## src/rtl/semPkg.sv

```systemverilog
package semPkg;
  localparam int SEM_COUNT = 8;
  localparam int SEM_IDX_W = $clog2(SEM_COUNT);

  typedef enum logic [1:0] {
    OWN_NONE  = 2'd0,
    OWN_LEFT  = 2'd1,
    OWN_RIGHT = 2'd2
  } ownState_e;

  typedef struct packed {
    logic [SEM_COUNT-1:0] setL;
    logic [SEM_COUNT-1:0] clrL;
    logic [SEM_COUNT-1:0] setR;
    logic [SEM_COUNT-1:0] clrR;
    logic                 rdL;
    logic                 rdR;
    logic [SEM_IDX_W-1:0] idxL;
    logic [SEM_IDX_W-1:0] idxR;
  } semStrobe_t;
endpackage

```

## src/rtl/semCtrl.sv

```systemverilog
module semCtrl
  import semPkg::*;
#(
  parameter int ADDR_W = 13,
  parameter int DATA_W = 9
) (
  input  logic              lSelN,
  input  logic              lCeN,
  input  logic              lWrN,
  input  logic [ADDR_W-1:0] lAddr,
  input  logic [DATA_W-1:0] lWrData,
  input  logic              rSelN,
  input  logic              rCeN,
  input  logic              rWrN,
  input  logic [ADDR_W-1:0] rAddr,
  input  logic [DATA_W-1:0] rWrData,
  output semStrobe_t        strobe
);
  localparam logic [SEM_COUNT-1:0] ONE_HOT_BASE = SEM_COUNT'(1);

  logic lAcc, rAcc;
  logic lWr, rWr;
  logic [SEM_IDX_W-1:0] lIdx, rIdx;
  logic [SEM_COUNT-1:0] lSel, rSel;

  // An access needs the semaphore select low and the RAM enable idle.
  assign lAcc = !lSelN && lCeN;
  assign rAcc = !rSelN && rCeN;
  assign lWr  = lAcc && !lWrN;
  assign rWr  = rAcc && !rWrN;
  assign lIdx = lAddr[SEM_IDX_W-1:0];
  assign rIdx = rAddr[SEM_IDX_W-1:0];
  assign lSel = ONE_HOT_BASE << lIdx;
  assign rSel = ONE_HOT_BASE << rIdx;

  always_comb begin
    strobe      = '0;
    strobe.idxL = lIdx;
    strobe.idxR = rIdx;
    strobe.rdL  = lAcc && lWrN;
    strobe.rdR  = rAcc && rWrN;
    if (lWr) begin
      if (lWrData[0]) strobe.clrL = lSel;
      else            strobe.setL = lSel;
    end
    if (rWr) begin
      if (rWrData[0]) strobe.clrR = rSel;
      else            strobe.setR = rSel;
    end
  end
endmodule

```

## src/rtl/semCell.sv

```systemverilog
module semCell
  import semPkg::*;
(
  input  logic clk,
  input  logic rstN,
  input  logic setL,
  input  logic clrL,
  input  logic setR,
  input  logic clrR,
  output logic ownL,
  output logic ownR
);
  ownState_e owner, ownerNext;
  logic reqL, reqR, reqLNext, reqRNext;

  always_comb begin
    reqLNext = setL ? 1'b1 : (clrL ? 1'b0 : reqL);
    reqRNext = setR ? 1'b1 : (clrR ? 1'b0 : reqR);
    ownerNext = owner;
    unique case (owner)
      OWN_NONE: begin
        // Left is checked first: it wins a same-edge tie.
        if (reqLNext)      ownerNext = OWN_LEFT;
        else if (reqRNext) ownerNext = OWN_RIGHT;
      end
      OWN_LEFT: begin
        if (!reqLNext) ownerNext = reqRNext ? OWN_RIGHT : OWN_NONE;
      end
      OWN_RIGHT: begin
        if (!reqRNext) ownerNext = reqLNext ? OWN_LEFT : OWN_NONE;
      end
      default: ownerNext = OWN_NONE;
    endcase
  end

  always_ff @(posedge clk or negedge rstN) begin
    if (!rstN) begin
      owner <= OWN_NONE;
      reqL  <= 1'b0;
      reqR  <= 1'b0;
    end else begin
      owner <= ownerNext;
      reqL  <= reqLNext;
      reqR  <= reqRNext;
    end
  end

  assign ownL = (owner == OWN_LEFT);
  assign ownR = (owner == OWN_RIGHT);
endmodule

```

## src/rtl/semData.sv

```systemverilog
module semData
  import semPkg::*;
#(
  parameter int DATA_W = 9
) (
  input  logic                 clk,
  input  logic                 rstN,
  input  semStrobe_t           strobe,
  output logic [SEM_COUNT-1:0] ownL,
  output logic [SEM_COUNT-1:0] ownR,
  output logic [DATA_W-1:0]    lRdData,
  output logic [DATA_W-1:0]    rRdData
);
  for (genvar g = 0; g < SEM_COUNT; g++) begin : g_cell
    semCell u_cell (
      .clk  (clk),
      .rstN (rstN),
      .setL (strobe.setL[g]),
      .clrL (strobe.clrL[g]),
      .setR (strobe.setR[g]),
      .clrR (strobe.clrR[g]),
      .ownL (ownL[g]),
      .ownR (ownR[g])
    );
  end

  // Each read register takes the pre-edge state and then holds it.
  always_ff @(posedge clk or negedge rstN) begin
    if (!rstN) begin
      lRdData <= '1;
      rRdData <= '1;
    end else begin
      if (strobe.rdL) lRdData <= {DATA_W{~ownL[strobe.idxL]}};
      if (strobe.rdR) rRdData <= {DATA_W{~ownR[strobe.idxR]}};
    end
  end
endmodule

```

## src/rtl/semBank.sv

```systemverilog
module semBank
  import semPkg::*;
#(
  parameter int ADDR_W = 13,
  parameter int DATA_W = 9
) (
  input  logic              clk,
  input  logic              rstN,
  input  logic              lSelN,
  input  logic              lCeN,
  input  logic              lWrN,
  input  logic [ADDR_W-1:0] lAddr,
  input  logic [DATA_W-1:0] lWrData,
  output logic [DATA_W-1:0] lRdData,
  input  logic              rSelN,
  input  logic              rCeN,
  input  logic              rWrN,
  input  logic [ADDR_W-1:0] rAddr,
  input  logic [DATA_W-1:0] rWrData,
  output logic [DATA_W-1:0] rRdData
);
  semStrobe_t strobe;
  logic [SEM_COUNT-1:0] ownL, ownR;

  semCtrl #(.ADDR_W(ADDR_W), .DATA_W(DATA_W)) u_ctrl (
    .lSelN   (lSelN),
    .lCeN    (lCeN),
    .lWrN    (lWrN),
    .lAddr   (lAddr),
    .lWrData (lWrData),
    .rSelN   (rSelN),
    .rCeN    (rCeN),
    .rWrN    (rWrN),
    .rAddr   (rAddr),
    .rWrData (rWrData),
    .strobe  (strobe)
  );

  semData #(.DATA_W(DATA_W)) u_data (
    .clk     (clk),
    .rstN    (rstN),
    .strobe  (strobe),
    .ownL    (ownL),
    .ownR    (ownR),
    .lRdData (lRdData),
    .rRdData (rRdData)
  );
endmodule

```

## config.mk

```make
export PLATFORM = sky130hd
export DESIGN_NAME = semBank
export DESIGN_NICKNAME = d
export VERILOG_FILES = /design/src/rtl/semPkg.sv /design/src/rtl/semCtrl.sv /design/src/rtl/semCell.sv /design/src/rtl/semData.sv /design/src/rtl/semBank.sv
export SDC_FILE = /design/constraint.sdc
export NUM_CORES = 1
export LEC_CHECK = 0
export ABC_AREA = 0
export ABC_CLOCK_PERIOD_IN_PS = 2300
export BUFFER_PORTS_ARGS = -buffer_cell sky130_fd_sc_hd__buf_2
export CORE_MARGIN = 2
export CORE_UTILIZATION = 38
export CTS_BUF_LIST = sky130_fd_sc_hd__clkbuf_4
export DETAILED_ROUTE_END_ITERATION = 10
export PLACE_DENSITY = 0.62
export SLEW_MARGIN = 20
export SYNTH_ARGS = -nofsm -noshare
export SYNTH_HDL_FRONTEND = slang
export SYNTH_SLANG_ARGS = --single-unit
```

## constraint.sdc

```tcl
create_clock -name clk -period 2.3 [get_ports clk]
set_clock_uncertainty 0.05 [all_clocks]
set_input_delay 0.23 -clock clk [delete_from_list [all_inputs] [get_ports clk]]
set_output_delay 0.23 -clock clk [all_outputs]
set_load 0.02 [all_outputs]
```

Word level (Yosys, flattened, before mapping):

Cells that the tools add are included.

* flip-flop bits (word level): 34
* input bits: 52
* memories: 0
* latch bits: 0
* ROM bits: 0
* bits in writable memories: 0

* equal/unequal tests: 40
* shift-type cells: 2
* multiplexer cells: 98
* bitwise gates (word level): 2
* $add $sub $neg: 0
* reductions and logical operators: 26
* multipliers: 0
* magnitude comparators: 2
* divide/modulo/power cells: 0

Operators with widths (number)
* two-way mux 2 bit: 40
* case mux 2 bit (3 select lines): 8
* two-way mux 1 bit: 42
* two-way mux 16 bit: 2
* two-way mux 8 bit: 4
* != test 2 bit, second input constant: 16
* != test 3 bit, second input constant: 8
* AND reduction 3 bit: 8
* equality test 2 x 1 -> 1 bit, second input constant: 8
* equality test 2 bit, second input constant: 8
* zero test 2 bit: 8
* << shifter 1 x 3 -> 8 bit, first input constant: 2
* < comparator 3 x 4 -> 1 bit, second input constant: 2
* binary-select mux 1 bit (select 3 bit): 2
* logical AND 1 bit: 6
* zero test 1 bit: 4
* NOT 1 bit: 2

Logic depth before layout (Yosys ltp):

* depth after elaboration: 9
* mapped depth: 6

Modules after synthesis:

A second synthesis with hierarchy kept.

* cells, all modules: 212
* area total of the unflattened synthesis: 2193.4 um^2

By module, submodules not included
* semCell: sequential area each 100.1 um^2, instances 8, cells an instance 14, area each 177.7 um^2
* semCtrl: sequential area each 0.0 um^2, instances 1, cells an instance 68, area each 425.4 um^2
* semData: sequential area each 52.6 um^2, instances 1, cells an instance 32, area each 346.6 um^2

Worst setup path before layout:

OpenSTA, ideal clock, no wires.

* kind: input to register
* from: in lAddr[1]
* to: reg, netlist name u_data.lRdData[0]
* slack: 0.883 ns
* cell stages on the path: 5
* arrival time: 1.285 ns
* required time: 2.168 ns
* cell sequence: buf_4 nor3b_1 a31oi_1 mux4_2 mux2_2

* word-level cells in the longest chain between the ends: 3

RTL lines
* from (decl): line semBank.sv:12 `input logic [ADDR_W-1:0] lAddr,`
* binary-select mux 1 bit (select 3 bit): line semData.sv:33 `if (strobe.rdL) lRdData <= {DATA_W{~ownL[strobe.idxL]}};`
* two-way mux 1 bit (implied by the code): line semData.sv:33
* NOT 1 bit: line semData.sv:33

No other way between the ends. The select of a mux whose other input is x is not followed.
A chain may end at the register's enable or synchronous reset.

Worst setup path after layout:

* from: reg u_data.g_cell[1].u_cell.owner[1]
* to: reg, netlist name u_data.lRdData[0]

* word-level cells in the longest chain between the ends: 4

RTL lines
* from (decl): line semCell.sv:13 `ownState_e owner, ownerNext;`
* from (signal assigned): line semCell.sv:42 `owner <= ownerNext;`
* equality test 2 x 1 -> 1 bit: line semCell.sv:48 `assign ownL = (owner == OWN_LEFT);`
* binary-select mux 1 bit (select 3 bit): line semData.sv:33
* two-way mux 1 bit (implied by the code): line semData.sv:33
* NOT 1 bit: line semData.sv:33

No other way between the ends. The select of a mux whose other input is x is not followed.

==> insert_results.sql <==
INSERT INTO impl_metrics (metric_group, metric, value, unit) VALUES
('run_status', 'run_status', 'completed', ''),
('power_and_ir_drop', 'p_int', '1.11', 'mW'),
('yosys', 'avgSynthCellArea', '9.45', 'um2'),
('timing', 'timing.final.crit_share', '68.2', '%'),
('yosys', 'mappedNetlistArea', '0.00192', 'mm2'),
('yosys', 'synth_sequential_area_ratio', '44.5', '%'),
('job', 'maxCapViolCount', '0', ''),
('hold_path', 'holdCritPathClass', 'in2reg', ''),
('clocking', 'cts_resized', '0', ''),
('yosys', 'asyncSetResetFlopFracSynth', '100', '%'),
('die', 'core_area', '0.00479', 'mm2'),
('timing', 'report.final.slew_viol_count', '0', ''),
('setup_path', 'reg2reg_from', 'u_data.g_cell[1].u_cell.owner[1]$_DFFE_PN0P_', ''),
('clocking', 'cts.clk_slew.worst_paths', '0.10', 'ns'),
('placed_design', 'port_buffers', '33', ''),
('route', 'initialDrtViolationCount', '96', ''),
('setup_path', 'startpoint_to_endpoint_class_of_the_critical_path', 'reg2reg', ''),
('yosys', 'synth_top_cells_by_area', 'sky130_fd_sc_hd__dfrtp_1, sky130_fd_sc_hd__nand2_1, sky130_fd_sc_hd__buf_4', ''),
('route', 'postRouteWirelength', '4100', 'um'),
('hold_path', 'min_delay_path_depth', '3', ''),
('setup_path', 'worstPathArrival', '1.79', 'ns'),
('timing', 'worst_relative_slew_slack', '49.4', '%'),
('grt', 'grt_use_total', '16.2', '%'),
('setup_path', 'count_of_cells_along_the_worst_register_to_register_path', '4', ''),
('clocking', 'cts.path.max_buffers', '2', ''),
('placed_design', 'place.gp.congestion', '0.750', ''),
('setup_path', 'critical_path.max_fanout', '4', ''),
('route', 'vias', '1547', ''),
('route', 'drt_first_pass_iters', '4', ''),
('power_and_ir_drop', 'pwr_density_cell', '814', 'mW/mm2'),
('clocking', 'ctsRootBufferMaster', 'sky130_fd_sc_hd__clkbuf_4', ''),
('clocking', 'cts.sinks', '34', ''),
('yosys', 'synthesis.instances', '203', ''),
('final_layout', 'final_layout_size_suffix_gt1_share', '24.8', '%'),
('timing', 'report.final.hold_viol_count', '0', ''),
('route', 'wire_length_per_cell', '14.2', 'um'),
('yosys', 'post-synth-top-area-fraction', '41.7', '%'),
('route', 'antenna_violating_nets_post_route', '0', ''),
('clocking', 'clock_latency', '0.33', 'ns'),
('die', 'fp-row-count', '25', ''),
('power_and_ir_drop', 'switching_power', '0.586', 'mW'),
('setup_path', 'startpoint', 'u_data.g_cell[1].u_cell.owner[1]$_DFFE_PN0P_', ''),
('power_and_ir_drop', 'share_seq_of_total_power', '47.6', '%'),
('setup_path', 'worstSetupStartpointType', 'flip-flop', ''),
('grt', 'grt.met2_usage', '22.2', '%'),
('timing', 'worstMarginPinSlew', '0.759', 'ns'),
('route', 'vias_per_cell', '5.35', ''),
('clocking', 'cts_tree', 'yes', ''),
('die', 'area_of_the_die', '0.00564', 'mm2'),
('final_layout', 'nets', '273', ''),
('power_and_ir_drop', 'ir_worst_vdd', '0.283', 'mV'),
('grt', 'layer_carrying_the_most_global_route_usage', 'met1', ''),
('die', 'floorplan.die.width', '75.1', 'um'),
('timing', 'final.setup.tns', '0', 'ns'),
('power_and_ir_drop', 'combinational_fraction_of_design_power', '31.9', '%'),
('final_layout', 'diodes', '0', ''),
('die', 'start_util', '40.1', '%'),
('grt', 'pin_count_of_the_biggest_net_entering_global_routing', '35', ''),
('grt', 'grt_antenna_before_repair', '0', ''),
('power_and_ir_drop', 'p_leak', '0.951', 'nW'),
('setup_path', 'setup.reg_to_reg.worst_slack', '0.73', 'ns'),
('setup_path', 'r2r-end', 'u_data.lRdData[0]$_DFFE_PN1P_', ''),
('grt', 'grt_util_met1', '24.5', '%'),
('yosys', 'synth.largest_area_cell', 'sky130_fd_sc_hd__dfrtp_1', ''),
('placed_design', 'dp.final_hpwl', '3080', 'um'),
('grt', 'via_count_of_the_first_global_routing_pass', '1362', ''),
('timing', 'grt_setup_unrepaired', 'no', ''),
('timing', 'min_cycle_time_layout', '1.57', 'ns'),
('yosys', 'syn_nets', '255', ''),
('clocking', 'htree_num_levels', '2', ''),
('yosys', 'synth.lib_cells_used.distinct', '41', '');
## how the worst min path moves through the flow
stage               slack, ns  start                                            to
finish                   0.15   rCeN                 u_data.rRdData[0]$_DFFE_PN1P_
global route             0.15   rCeN                 u_data.rRdData[0]$_DFFE_PN1P_
CTS                      0.13   rCeN                 u_data.rRdData[0]$_DFFE_PN1P_
detailed placement       0.30   rstN        u_data.g_cell[1].u_cell.reqR$_DFF_PN0_
global placement         0.30   rstN  u_data.g_cell[1].u_cell.owner[1]$_DFFE_PN0P_
floorplan               -0.12   rstN  u_data.g_cell[0].u_cell.owner[0]$_DFFE_PN0P_
## layout make-up
class                           count  area [um2]
Sequential cell                    34         853
Fill cell                         478        2700
Inverter                            4        15.0
Clock buffer                        8        60.1
Tap cell                           67        83.8
Multi-Input combinational cell    141         892
Timing Repair Buffer               35         183
## what timing repair did
item | 4_1_cts | 5_1_grt
hold buffers | 1 | 0
hold endpoints to repair | 32 | 0
buffers inserted | 0 | 0
## flip-flops by register name, indices dropped and copies added, names as in the netlist
name / cells
u_data.g_cell.u_cell.reqR: 8
u_data.g_cell.u_cell.owner: 16
u_data.lRdData: 1
u_data.g_cell.u_cell.reqL: 8
u_data.rRdData: 1
## cells in the mapped netlist, types with 2 or more instances
| master | number |
|---|---|
| sky130_fd_sc_hd__nand3b_1 | 5 |
| sky130_fd_sc_hd__a22o_1 | 2 |
| sky130_fd_sc_hd__nor2_1 | 7 |
| sky130_fd_sc_hd__a31oi_1 | 3 |
| sky130_fd_sc_hd__a22oi_1 | 5 |
| sky130_fd_sc_hd__a221o_1 | 7 |
| sky130_fd_sc_hd__buf_4 | 17 |
| sky130_fd_sc_hd__buf_2 | 4 |
| sky130_fd_sc_hd__nand2_1 | 43 |
| sky130_fd_sc_hd__a21bo_2 | 4 |
| sky130_fd_sc_hd__a221oi_1 | 2 |
| sky130_fd_sc_hd__nor3_1 | 3 |
| sky130_fd_sc_hd__inv_1 | 4 |
| sky130_fd_sc_hd__dfstp_2 | 2 |
| sky130_fd_sc_hd__clkbuf_1 | 3 |
| sky130_fd_sc_hd__nand2b_1 | 4 |
| sky130_fd_sc_hd__o21ai_1 | 2 |
| sky130_fd_sc_hd__a32oi_1 | 2 |
| sky130_fd_sc_hd__nor2b_1 | 8 |
| sky130_fd_sc_hd__o21a_1 | 2 |
| sky130_fd_sc_hd__nand3_1 | 4 |
| sky130_fd_sc_hd__a21boi_1 | 3 |
| sky130_fd_sc_hd__dfrtp_1 | 32 |
| sky130_fd_sc_hd__o22ai_1 | 2 |
| sky130_fd_sc_hd__a21oi_1 | 13 |
| sky130_fd_sc_hd__nor3b_1 | 5 |
## through the flow
| stage | cell area [um2] | instances | hold WS, ns | power (mW) | worst slack [ns] |
|---|---|---|---|---|---|
| floorplan | 1920 | 203 | -0.116 | 1.28 | 0.883 |
| global placement | 2020 | 280 | 0.300 | 1.36 | 0.601 |
| detailed placement | 2020 | 280 | 0.299 | 1.36 | 0.613 |
| CTS | 2090 | 289 | 0.132 | 1.72 | 0.710 |
| global route | 2090 | 289 | 0.146 | 1.82 | 0.641 |
| finish | 2090 | 289 | 0.146 | 1.70 | 0.732 |
## worst max-delay path: stages, from the launching register on
cell                      delay, ns
sky130_fd_sc_hd__dfrtp_1       0.42
sky130_fd_sc_hd__nor3b_1       0.20
sky130_fd_sc_hd__a31oi_1       0.10
sky130_fd_sc_hd__mux4_2        0.47
sky130_fd_sc_hd__mux2_2        0.27
## layer usage
layer / vias up / wire length [um]
met1: 745 / 2030
met3: 6 / 230
met5: - / 0
met2: 46 / 1790
li1: 750 / -
met4: 0 / 59
## power groups by stage
| stage | sequential [mW] | clock (mW) | combinational [mW] |
|---|---|---|---|
| after floorplan | 0.813 | 0 | 0.471 |
| after global placement | 0.819 | 0 | 0.538 |
| after detailed placement | 0.820 | 0 | 0.543 |
| after CTS | 0.809 | 0.365 | 0.545 |
| after global routing | 0.828 | 0.388 | 0.599 |
| final | 0.809 | 0.348 | 0.542 |
## placed cells by master (no fill, tap or decap), types with 2 or more instances in the layout
| master | netlist | final |
|---|---|---|
| sky130_fd_sc_hd__nand2_1 | 43 | 43 |
| sky130_fd_sc_hd__buf_2 | 4 | 33 |
| sky130_fd_sc_hd__dfrtp_1 | 32 | 32 |
| sky130_fd_sc_hd__a21oi_1 | 13 | 13 |
| sky130_fd_sc_hd__nor2b_1 | 8 | 8 |
| sky130_fd_sc_hd__clkbuf_4 | 0 | 8 |
| sky130_fd_sc_hd__nor2_1 | 7 | 7 |
| sky130_fd_sc_hd__a221o_1 | 7 | 7 |
| sky130_fd_sc_hd__nor3b_1 | 5 | 5 |
| sky130_fd_sc_hd__a22oi_1 | 5 | 5 |
| sky130_fd_sc_hd__nand3b_1 | 5 | 5 |
| sky130_fd_sc_hd__nand3_1 | 4 | 4 |
| sky130_fd_sc_hd__a21bo_2 | 4 | 4 |
| sky130_fd_sc_hd__nand2b_1 | 4 | 4 |
| sky130_fd_sc_hd__inv_1 | 4 | 4 |
| sky130_fd_sc_hd__nor3_1 | 3 | 3 |
| sky130_fd_sc_hd__a31oi_1 | 3 | 3 |
| sky130_fd_sc_hd__a21boi_1 | 3 | 3 |
| sky130_fd_sc_hd__a22o_1 | 2 | 2 |
| sky130_fd_sc_hd__o21ai_1 | 2 | 2 |
| sky130_fd_sc_hd__a32oi_1 | 2 | 2 |
| sky130_fd_sc_hd__a221oi_1 | 2 | 2 |
| sky130_fd_sc_hd__o21a_1 | 2 | 2 |
| sky130_fd_sc_hd__o22ai_1 | 2 | 2 |
| sky130_fd_sc_hd__dfstp_2 | 2 | 2 |
## kinds of logic (layout without fill, tap and decap cells)
logic type,count (synthesis),count (layout),synth area share (%)
mux,2,2,1.76
flops,34,34,44.5
buf+inv,28,47,9.06
simple gates,87,87,24.5
compound gates,52,52,20.2
Note: power is estimated with default switching activity, not from simulation.
